**config.mk**
```make
export PLATFORM = sky130hd
export DESIGN_NAME = pir_post_engine
export DESIGN_NICKNAME = d
export VERILOG_FILES = /design/src/rtl/pir_pkg.sv /design/src/rtl/pir_remap_table.sv /design/src/rtl/pir_desc_array.sv /design/src/rtl/pir_post_ctrl.sv /design/src/rtl/pir_post_engine.sv
export SDC_FILE = /design/constraint.sdc
export NUM_CORES = 2
export LEC_CHECK = 0
export BUFFER_PORTS_ARGS = -buffer_cell sky130_fd_sc_hd__buf_2
export CORE_AREA = 2 2 425 427
export DETAILED_ROUTE_END_ITERATION = 12
export DIE_AREA = 0 0 427 429
export GPL_TIMING_DRIVEN = 0
export PLACE_DENSITY = 0.71
export REMOVE_ABC_BUFFERS = 1
export SLEW_MARGIN = 20
export SYNTH_ARGS = -nofsm -noshare
export SYNTH_HDL_FRONTEND = slang
export SYNTH_HIERARCHICAL = 1
export SYNTH_SLANG_ARGS = --single-unit
```
**constraint.sdc**
```tcl
create_clock -name clk -period 6.15 [get_ports clk]
set_input_delay 1.23 -clock clk [delete_from_list [all_inputs] [get_ports clk]]
set_output_delay 1.23 -clock clk [all_outputs]
set_load 0.02 [all_outputs]
```
**src/rtl/pir_pkg.sv**
```systemverilog
package pir_pkg;
   localparam int VEC_W   = 8;
   localparam int NUM_VEC = 1 << VEC_W;
   localparam int DEST_W  = 32;
   localparam int DESC_W  = 320;
   localparam int ON_BIT  = NUM_VEC;       // outstanding flag
   localparam int SN_BIT  = NUM_VEC + 1;   // suppress flag
   localparam int NV_LSB  = 272;
   localparam int DST_LSB = 288;
   // table entry field positions
   localparam int E_PRES  = 0;
   localparam int E_FPD   = 1;
   localparam int E_POST  = 2;
   localparam int E_URG   = 3;
   localparam int E_VLSB  = 4;
   localparam int E_PLSB  = E_VLSB + VEC_W;
endpackage

```
**src/rtl/pir_remap_table.sv**
```systemverilog
module pir_remap_table
   import pir_pkg::*;
#(
   parameter int DEPTH = 16,
   parameter int IDX_W = 8,
   parameter int PTR_W = 2,
   localparam int AW    = $clog2(DEPTH),
   localparam int ENT_W = E_PLSB + PTR_W
) (
   input  logic             clk,
   input  logic             rst_n,
   input  logic             wr_en,
   input  logic [AW-1:0]    wr_addr,
   input  logic [ENT_W-1:0] wr_data,
   input  logic [IDX_W-1:0] lk_idx,
   output logic             lk_in_range,
   output logic             lk_present,
   output logic             lk_fpd,
   output logic             lk_posted,
   output logic             lk_urg,
   output logic [VEC_W-1:0] lk_vec,
   output logic [PTR_W-1:0] lk_ptr
);
   if (DEPTH < 2 || (1 << AW) != DEPTH) begin : g_bad_depth
      $error("pir_remap_table: DEPTH must be a power of two, at least 2");
   end
   if (IDX_W < AW) begin : g_bad_idx
      $error("pir_remap_table: IDX_W too narrow for DEPTH");
   end

   logic [ENT_W-1:0] mem [DEPTH];
   logic [ENT_W-1:0] ent;

   always_ff @(posedge clk) begin
      if (!rst_n) begin
         for (int i = 0; i < DEPTH; i++) mem[i] <= '0;
      end else if (wr_en) begin
         mem[wr_addr] <= wr_data;
      end
   end

   if (IDX_W == AW) begin : g_full_range
      assign lk_in_range = 1'b1;
   end else begin : g_part_range
      assign lk_in_range = (lk_idx < IDX_W'(DEPTH));
   end

   assign ent        = mem[lk_idx[AW-1:0]];
   assign lk_present = lk_in_range & ent[E_PRES];
   assign lk_fpd     = lk_in_range & ent[E_FPD];
   assign lk_posted  = ent[E_POST];
   assign lk_urg     = ent[E_URG];
   assign lk_vec     = ent[E_VLSB +: VEC_W];
   assign lk_ptr     = ent[E_PLSB +: PTR_W];

   // a written entry is stored as given
   a_r2_entry_stored: assert property (@(posedge clk) disable iff (!rst_n)
      wr_en |=> mem[$past(wr_addr)] == $past(wr_data));
endmodule

```
**src/rtl/pir_desc_array.sv**
```systemverilog
module pir_desc_array
   import pir_pkg::*;
#(
   parameter int NUM_DESC = 4,
   localparam int PTR_W = $clog2(NUM_DESC)
) (
   input  logic              clk,
   input  logic              rst_n,
   input  logic              usr_we,
   input  logic [PTR_W-1:0]  usr_addr,
   input  logic [DESC_W-1:0] usr_mask,
   input  logic [DESC_W-1:0] usr_wdata,
   output logic [DESC_W-1:0] usr_rdata,
   input  logic [PTR_W-1:0]  eng_addr,
   input  logic              eng_we,
   input  logic [VEC_W-1:0]  eng_vec,
   input  logic              eng_set_on,
   output logic              eng_on,
   output logic              eng_sn,
   output logic [VEC_W-1:0]  eng_nv,
   output logic [DEST_W-1:0] eng_dest
);
   if (NUM_DESC < 2 || (1 << PTR_W) != NUM_DESC) begin : g_bad_num
      $error("pir_desc_array: NUM_DESC must be a power of two, at least 2");
   end

   logic [DESC_W-1:0] mem [NUM_DESC];
   logic [DESC_W-1:0] eng_word;

   always_ff @(posedge clk) begin
      if (!rst_n) begin
         for (int i = 0; i < NUM_DESC; i++) mem[i] <= '0;
      end else begin
         for (int i = 0; i < NUM_DESC; i++) begin
            if (eng_we && eng_addr == PTR_W'(i)) begin
               mem[i][eng_vec] <= 1'b1;
               if (eng_set_on) mem[i][ON_BIT] <= 1'b1;
            end else if (usr_we && usr_addr == PTR_W'(i)) begin
               mem[i] <= (mem[i] & ~usr_mask) | (usr_wdata & usr_mask);
            end
         end
      end
   end

   assign usr_rdata = mem[usr_addr];
   assign eng_word  = mem[eng_addr];
   assign eng_on    = eng_word[ON_BIT];
   assign eng_sn    = eng_word[SN_BIT];
   assign eng_nv    = eng_word[NV_LSB +: VEC_W];
   assign eng_dest  = eng_word[DST_LSB +: DEST_W];

   // engine update and port write never hit one descriptor together
   a_r11_no_collision: assert property (@(posedge clk) disable iff (!rst_n)
      !(eng_we && usr_we && eng_addr == usr_addr));
   // posted vector bit is set after the update edge
   a_r3_bit_recorded: assert property (@(posedge clk) disable iff (!rst_n)
      eng_we |=> mem[$past(eng_addr)][$past(eng_vec)]);
   // outstanding flag is set together with a notification
   a_r4_on_set: assert property (@(posedge clk) disable iff (!rst_n)
      (eng_we && eng_set_on) |=> mem[$past(eng_addr)][ON_BIT]);
endmodule

```
**src/rtl/pir_post_ctrl.sv**
```systemverilog
module pir_post_ctrl
   import pir_pkg::*;
#(
   parameter int IDX_W = 8,
   parameter int SRC_W = 16
) (
   input  logic              clk,
   input  logic              rst_n,
   input  logic              req_valid,
   input  logic [IDX_W-1:0]  req_index,
   input  logic [SRC_W-1:0]  req_src,
   input  logic              req_mcast,
   output logic              req_ready,
   input  logic              lk_in_range,
   input  logic              lk_present,
   input  logic              lk_fpd,
   input  logic              lk_posted,
   input  logic              lk_urg,
   input  logic              port_conflict,
   input  logic              d_on,
   input  logic              d_sn,
   input  logic [VEC_W-1:0]  d_nv,
   input  logic [DEST_W-1:0] d_dest,
   output logic              eng_we,
   output logic              eng_set_on,
   output logic              ntf_valid,
   output logic [VEC_W-1:0]  ntf_vector,
   output logic [DEST_W-1:0] ntf_dest,
   output logic              rej_pulse,
   output logic              flt_pulse,
   output logic [IDX_W-1:0]  flt_index,
   output logic [SRC_W-1:0]  flt_src
);
   logic usable, post_ok, fault_c, reject_c, accept, send;

   assign usable    = lk_in_range & lk_present;
   assign post_ok   = usable & lk_posted & ~req_mcast;
   assign reject_c  = usable & (req_mcast | ~lk_posted);
   assign fault_c   = ~usable & ~lk_fpd;
   assign req_ready = ~(usable & port_conflict);
   assign accept    = req_valid & req_ready;
   assign send      = ~d_on & (lk_urg | ~d_sn);

   assign eng_we     = accept & post_ok;
   assign eng_set_on = eng_we & send;

   always_ff @(posedge clk) begin
      if (!rst_n) begin
         ntf_valid  <= 1'b0;
         ntf_vector <= '0;
         ntf_dest   <= '0;
         rej_pulse  <= 1'b0;
         flt_pulse  <= 1'b0;
         flt_index  <= '0;
         flt_src    <= '0;
      end else begin
         ntf_valid <= eng_set_on;
         rej_pulse <= accept & reject_c;
         flt_pulse <= accept & fault_c;
         if (eng_set_on) begin
            ntf_vector <= d_nv;
            ntf_dest   <= d_dest;
         end
         if (accept & fault_c) begin
            flt_index <= req_index;
            flt_src   <= req_src;
         end
      end
   end

   // at most one outcome pulse per request
   a_r7_outcome_onehot: assert property (@(posedge clk) disable iff (!rst_n)
      $onehot0({ntf_valid, rej_pulse, flt_pulse}));
   // notification only follows a posting acceptance
   a_r6_notify_after_post: assert property (@(posedge clk) disable iff (!rst_n)
      ntf_valid |-> $past(eng_we));
endmodule

```
**src/rtl/pir_post_engine.sv**
```systemverilog
module pir_post_engine
   import pir_pkg::*;
#(
   parameter int TBL_DEPTH = 16,
   parameter int NUM_DESC  = 4,
   parameter int REQ_IDX_W = 8,
   parameter int SRC_W     = 16,
   localparam int TAW   = $clog2(TBL_DEPTH),
   localparam int PTR_W = $clog2(NUM_DESC),
   localparam int ENT_W = E_PLSB + PTR_W
) (
   input  logic                 clk,
   input  logic                 rst_n,
   input  logic                 req_valid,
   output logic                 req_ready,
   input  logic [REQ_IDX_W-1:0] req_index,
   input  logic [SRC_W-1:0]     req_src,
   input  logic                 req_mcast,
   input  logic                 tbl_we,
   input  logic [TAW-1:0]       tbl_addr,
   input  logic [ENT_W-1:0]     tbl_wdata,
   input  logic                 dport_we,
   input  logic [PTR_W-1:0]     dport_addr,
   input  logic [DESC_W-1:0]    dport_mask,
   input  logic [DESC_W-1:0]    dport_wdata,
   output logic [DESC_W-1:0]    dport_rdata,
   output logic                 ntf_valid,
   output logic [VEC_W-1:0]     ntf_vector,
   output logic [DEST_W-1:0]    ntf_dest,
   output logic                 rej_pulse,
   output logic                 flt_pulse,
   output logic [REQ_IDX_W-1:0] flt_index,
   output logic [SRC_W-1:0]     flt_src
);
   logic             lk_in_range, lk_present, lk_fpd, lk_posted, lk_urg;
   logic [VEC_W-1:0] lk_vec;
   logic [PTR_W-1:0] lk_ptr;
   logic             d_on, d_sn;
   logic [VEC_W-1:0] d_nv;
   logic [DEST_W-1:0] d_dest;
   logic             eng_we, eng_set_on, conflict;

   assign conflict = dport_we & (dport_addr == lk_ptr);

   pir_remap_table #(.DEPTH(TBL_DEPTH), .IDX_W(REQ_IDX_W), .PTR_W(PTR_W)) u_tbl (
      .clk, .rst_n,
      .wr_en(tbl_we), .wr_addr(tbl_addr), .wr_data(tbl_wdata),
      .lk_idx(req_index), .lk_in_range, .lk_present, .lk_fpd,
      .lk_posted, .lk_urg, .lk_vec, .lk_ptr
   );

   pir_desc_array #(.NUM_DESC(NUM_DESC)) u_desc (
      .clk, .rst_n,
      .usr_we(dport_we), .usr_addr(dport_addr), .usr_mask(dport_mask),
      .usr_wdata(dport_wdata), .usr_rdata(dport_rdata),
      .eng_addr(lk_ptr), .eng_we, .eng_vec(lk_vec), .eng_set_on,
      .eng_on(d_on), .eng_sn(d_sn), .eng_nv(d_nv), .eng_dest(d_dest)
   );

   pir_post_ctrl #(.IDX_W(REQ_IDX_W), .SRC_W(SRC_W)) u_ctrl (
      .clk, .rst_n,
      .req_valid, .req_index, .req_src, .req_mcast, .req_ready,
      .lk_in_range, .lk_present, .lk_fpd, .lk_posted, .lk_urg,
      .port_conflict(conflict),
      .d_on, .d_sn, .d_nv, .d_dest,
      .eng_we, .eng_set_on,
      .ntf_valid, .ntf_vector, .ntf_dest,
      .rej_pulse, .flt_pulse, .flt_index, .flt_src
   );
endmodule

```
; After elaboration in Yosys (flattened, before gate mapping)
; Memories as Yosys holds them, arrays and structs flattened.
; Cells that the tools add are included.
[classes]
n_reduce_logical = 12
n_eq_ne = 7
n_lt_le_gt_ge = 3
n_mux = 2110
bitwise = 2094
[ops]
columns = op, count
row1 = 1-bit 2-to-1 mux, 2099
row2 = 1-bit bitwise OR, 2062
row3 = 320-bit AND, 5
row4 = 320-bit bitwise OR, 4
row5 = 256-bit 2-to-1 mux, 4
row6 = 320-bit NOT, 1
row7 = 63-bit 2-to-1 mux, 4
row8 = 1-bit AND, 15
row9 = 14-bit 2-to-1 mux, 1
row10 = 14-bit OR reduction, 1
row11 = 8-bit by 10-bit < comparator with 1-bit output (second input constant), 1
row12 = 1-bit logical AND, 9
row13 = 1-bit demux with 8-bit select, 1
row14 = 2-bit == test (second input constant), 4
row15 = 8-bit by 1-bit >= comparator with 1-bit output (second input constant), 1
row16 = 8-bit by 5-bit < comparator with 1-bit output (second input constant), 1
row17 = 1-bit NOT, 7
row18 = 2-bit by 1-bit == test with 1-bit output (second input constant), 2
row19 = 2-bit logical NOT, 2
row20 = 4-bit 2-to-1 mux, 1
row21 = 2-bit == test, 1
[totals]
ramBits = 1504
mem_count = 2
word_cells = 4235
ff_bits = 67
input_bits = 690
[mem_list]
columns = name, depth, width, read_ports, rd_ports_with_merged_regs, write_ports, line_no
row1 = u_desc.mem, 4, 320, 6, 0, 4, pir_desc_array.sv:27  ; logic [DESC_W-1:0] mem [NUM_DESC];
row2 = u_tbl.mem, 16, 14, 1, 0, 16, pir_remap_table.sv:31  ; logic [ENT_W-1:0] mem [DEPTH];

; Logic depth before layout (Yosys ltp)
[depth]
word_depth = 14
mapped_depth = 16
mapped_depth_nobuf = 10

; Cells and area by module
; The synthesis kept the hierarchy.
[by_module_without_submodules]
columns = mod, instances, area_each_um2, cells_per_inst
row1 = pir_desc_array, 1, 74921.9, 6577
row2 = pir_remap_table, 1, 10238.6, 664
row3 = pir_post_ctrl, 1, 2708.8, 298
row4 = pir_post_engine, 1, 23.8, 3

; Least setup slack after synthesis
; No wires, ideal clock.
[synth_path]
kind = input to register
from = input req_index[0]
to = memory u_desc.mem[3][257], enable pin
setup_time_ns = 0.686
n_path_buf = 5
t_arrival_ns = 5.079
stages = 15
slack_ns = 0.384
path_cell_list = buf_6 > buf_2 > mux4_2 > a22oi_1 > nand2_1 > xnor2_1 > and3_1 > nand4b_4 > nor2_1 > buf_2 > nand3_1 > nand3_1 > clkbuf_1 > buf_2 > nand2_1
[synth_rtl]
columns = item, line_no
row1 = start: declaration, pir_post_engine.sv:16  ; input logic [REQ_IDX_W-1:0] req_index,
row2 = end: declaration, pir_desc_array.sv:27

==> flow_metrics.tcl <==
set metrics [dict create \
    utilization_pct 57.4 \
    numPortBuffers 1077 \
    hold_path_depth 2 \
    grt_pass1_wl_mm 474 \
    worstSetupPathType "in -> reg" \
    placed_area_um2 96500 \
    drv_slew 0 \
    power_frac_seq_pct 47.0 \
    post_cts.repair.setup_buffers 0 \
    die_w_um 427 \
    critPathLaunchType "input pin" \
    vias 73500 \
    hpwlAfterDp_mm 219 \
    p_int_mw 19.3 \
    use_met3_pct 8.26 \
    synthToLayoutAreaGrowth_pct 16.3 \
    route.detailed.drc 0 \
    grtUsageTotal_pct 34.8 \
    crit_path_max_fanout 46 \
    synth_edf_count 1504 \
    viasPerCell 6.85 \
    wl_per_cell_um 30.8 \
    final_layout_size_suffix_gt1_share_pct 25.0 \
    grt_max_degree 101 \
    rrSetupSlack_ns 0.75 \
    netlist_area_um2 87900 \
    ant_nets 0 \
    busiest_layer "met2" \
    ys_warn_count 6 \
    fin_worst_skew_ns 0.0479 \
    clkLatencyLatePin_ns 0.87 \
    firstDrtPassIters 8 \
    status "complete, no violations" \
    ctsRootBufferMaster "clkbuf_16" \
    clkPwrFrac_pct 37.8 \
    cts_tree "yes" \
    min_path_type "reg -> reg" \
    cap_violations 0 \
    grt_overflow 0 \
    grt_util_met2_pct 54.3 \
    critPathRequiredTime_ns 6.69 \
    max_freq_ghz 0.166 \
    mostFrequentLayoutCells "1504 x edfxtp_1, 1072 x buf_2, 934 x o22ai_1" \
    final_common_cell "edfxtp_1" \
    nets 8798 \
    die_area_um2 183000 \
    clockBufferDepth 3 \
    p_sw_mw 7.40 \
    drt_iter0_markers 10500 \
    powerDensity_nw_per_um2 262 \
    holdBufCountCts 0 \
    final-setup-viol-count 0 \
    leakage_nw 36.4 \
    async_flop_share_pct 0 \
    max-vdd-ir-drop_uv 278 \
    cts_buffers 172 \
    coreArea_um2 178000 \
    use_met1_pct 42.8 \
    final.min_clock_period_ns 6.03 \
    syn-mean-instance-area_um2 11.7 \
    routed_wl_mm 330 \
    grt_antenna_before_repair 164 \
    rows 155 \
    synth_ff_type "edfxtp_1" \
    final_cell_area_um2 102000 \
    place_congestion 0.885 \
    worst_pin_slew_ns 1.21 \
    cp.arrival_ns 6.57 \
    hold_violations 0 \
    seq_area_frac_synth_pct 52.9 \
    ys_types 61 \
    grt_pass1_vias 70600 \
    power_frac_comb_pct 15.2 \
    p_total_mw 26.7 \
    cts.sinks 1571 \
    cp-end-kind "flip-flop" \
    yosys_register_bits 1571 \
    final.period_utilization_pct 98.0 \
    cts_htree_levels 4 \
    initial_core_util_pct 49.4 \
    fp.dieH_um 429 \
    whs_ns 0.455 \
    path_clk_slew_ns 0.06 \
    syn_inst 7542 \
    switching_share_pct 27.7 \
    r2r_cells 13 \
    slew_headroom_pct 19.1 \
    ios 1078 \
]
-- stage by stage --
step                std cells  TNS [ns]  setup WS [ns]
floorplan                6695         -         -10.55
global placement        10100         -         -60.11
detailed placement      10300   -929.86         -0.915
CTS                     10600         0         0.0174
global route            10700  -0.00183       -0.00183
finish                  10700         0          0.122
-- cell usage after synthesis, types with 10 or more instances --
library cell | number | area share [%]
o21ai_1 | 28 | 0.16
nor2_1 | 18 | 0.077
o22ai_1 | 934 | 6.6
and2_1 | 230 | 1.6
o211ai_1 | 31 | 0.26
buf_2 | 184 | 1.0
nand2_1 | 558 | 2.4
buf_6 | 19 | 0.24
clkbuf_1 | 572 | 2.4
buf_1 | 50 | 0.21
a21boi_0 | 770 | 6.6
a22oi_1 | 27 | 0.23
o21ai_0 | 804 | 4.6
mux4_2 | 411 | 11
dfxtp_1 | 67 | 1.5
nand3_1 | 75 | 0.43
nand2b_1 | 261 | 1.9
nor2b_1 | 14 | 0.10
and4b_1 | 10 | 0.11
clkbuf_2 | 13 | 0.074
o22ai_2 | 56 | 0.80
edfxtp_1 | 1504 | 51
mux2i_1 | 57 | 0.65
o221ai_1 | 218 | 2.2
a21oi_1 | 252 | 1.4
inv_1 | 261 | 1.1
a21boi_1 | 24 | 0.20
o21ai_2 | 10 | 0.10
-- power groups by stage --
stage | Combinational [mW] | Clock, mW | Sequential (mW)
final | 4.07 | 10.1 | 12.6
after detailed placement | 3.98 | 0 | 12.8
after CTS | 4.00 | 10.2 | 12.6
after global routing | 4.26 | 10.6 | 12.6
after global placement | 4.10 | 0 | 12.8
after floorplan | 2.20 | 0 | 12.7
-- path summary, 6_finish.rpt --
check | startpoint | end
max | req_index[0] | u_desc/mem[0][47]
min | u_ctrl/ntf_dest[7] | u_ctrl/ntf_dest[7]
max reg2reg | u_tbl/mem[6][12] | u_desc/mem[0][47]
min reg2reg | u_ctrl/ntf_dest[7] | u_ctrl/ntf_dest[7]
-- layout make-up --
| type | count | area [µm²] |
|---|---|---|
| antenna | 127 | 318 |
| multi-input combinational | 4863 | 37200 |
| fill | 14600 | 75800 |
| clock inverter | 81 | 728 |
| sequential | 1571 | 46500 |
| tap | 2355 | 2950 |
| timing repair buffer | 1239 | 8940 |
| clock buffer | 231 | 4640 |
| inverter | 261 | 990 |
-- metal layers --
layer  vias up  routed length, µm
met1     36000             111000
met4        68              23800
met5         -                421
met2      5538             154000
met3       981              39900
li1      30900                  -
-- timing repair --
item                                    CTS  global route
gates resized for setup                   0             6
endpoints found under the setup margin    0           756
hold endpoints to repair                  0             0
-- kinds of logic after synthesis --
group	synth area share, %
AO/OA/AOI/OAI	23.3
XOR/XNOR	0.0199
buffers and inverters	5.22
flip-flops	52.9
multiplexers	11.2
AND/OR/NAND/NOR	7.32
-- critical path: stages --
cell and delay (ns):
buf_6 0.26, buf_16 0.36, mux4_2 0.61, a22oi_1 0.30, nand2_4 0.37, xnor2_1 0.26, and3_1 0.22, nand4b_4 0.20
nor2_2 0.43, nor3b_1 0.38, or4_4 0.60, buf_16 0.30, buf_16 0.32, buf_16 0.31, o22ai_1 0.14
Power figures use the tool's default switching activity.
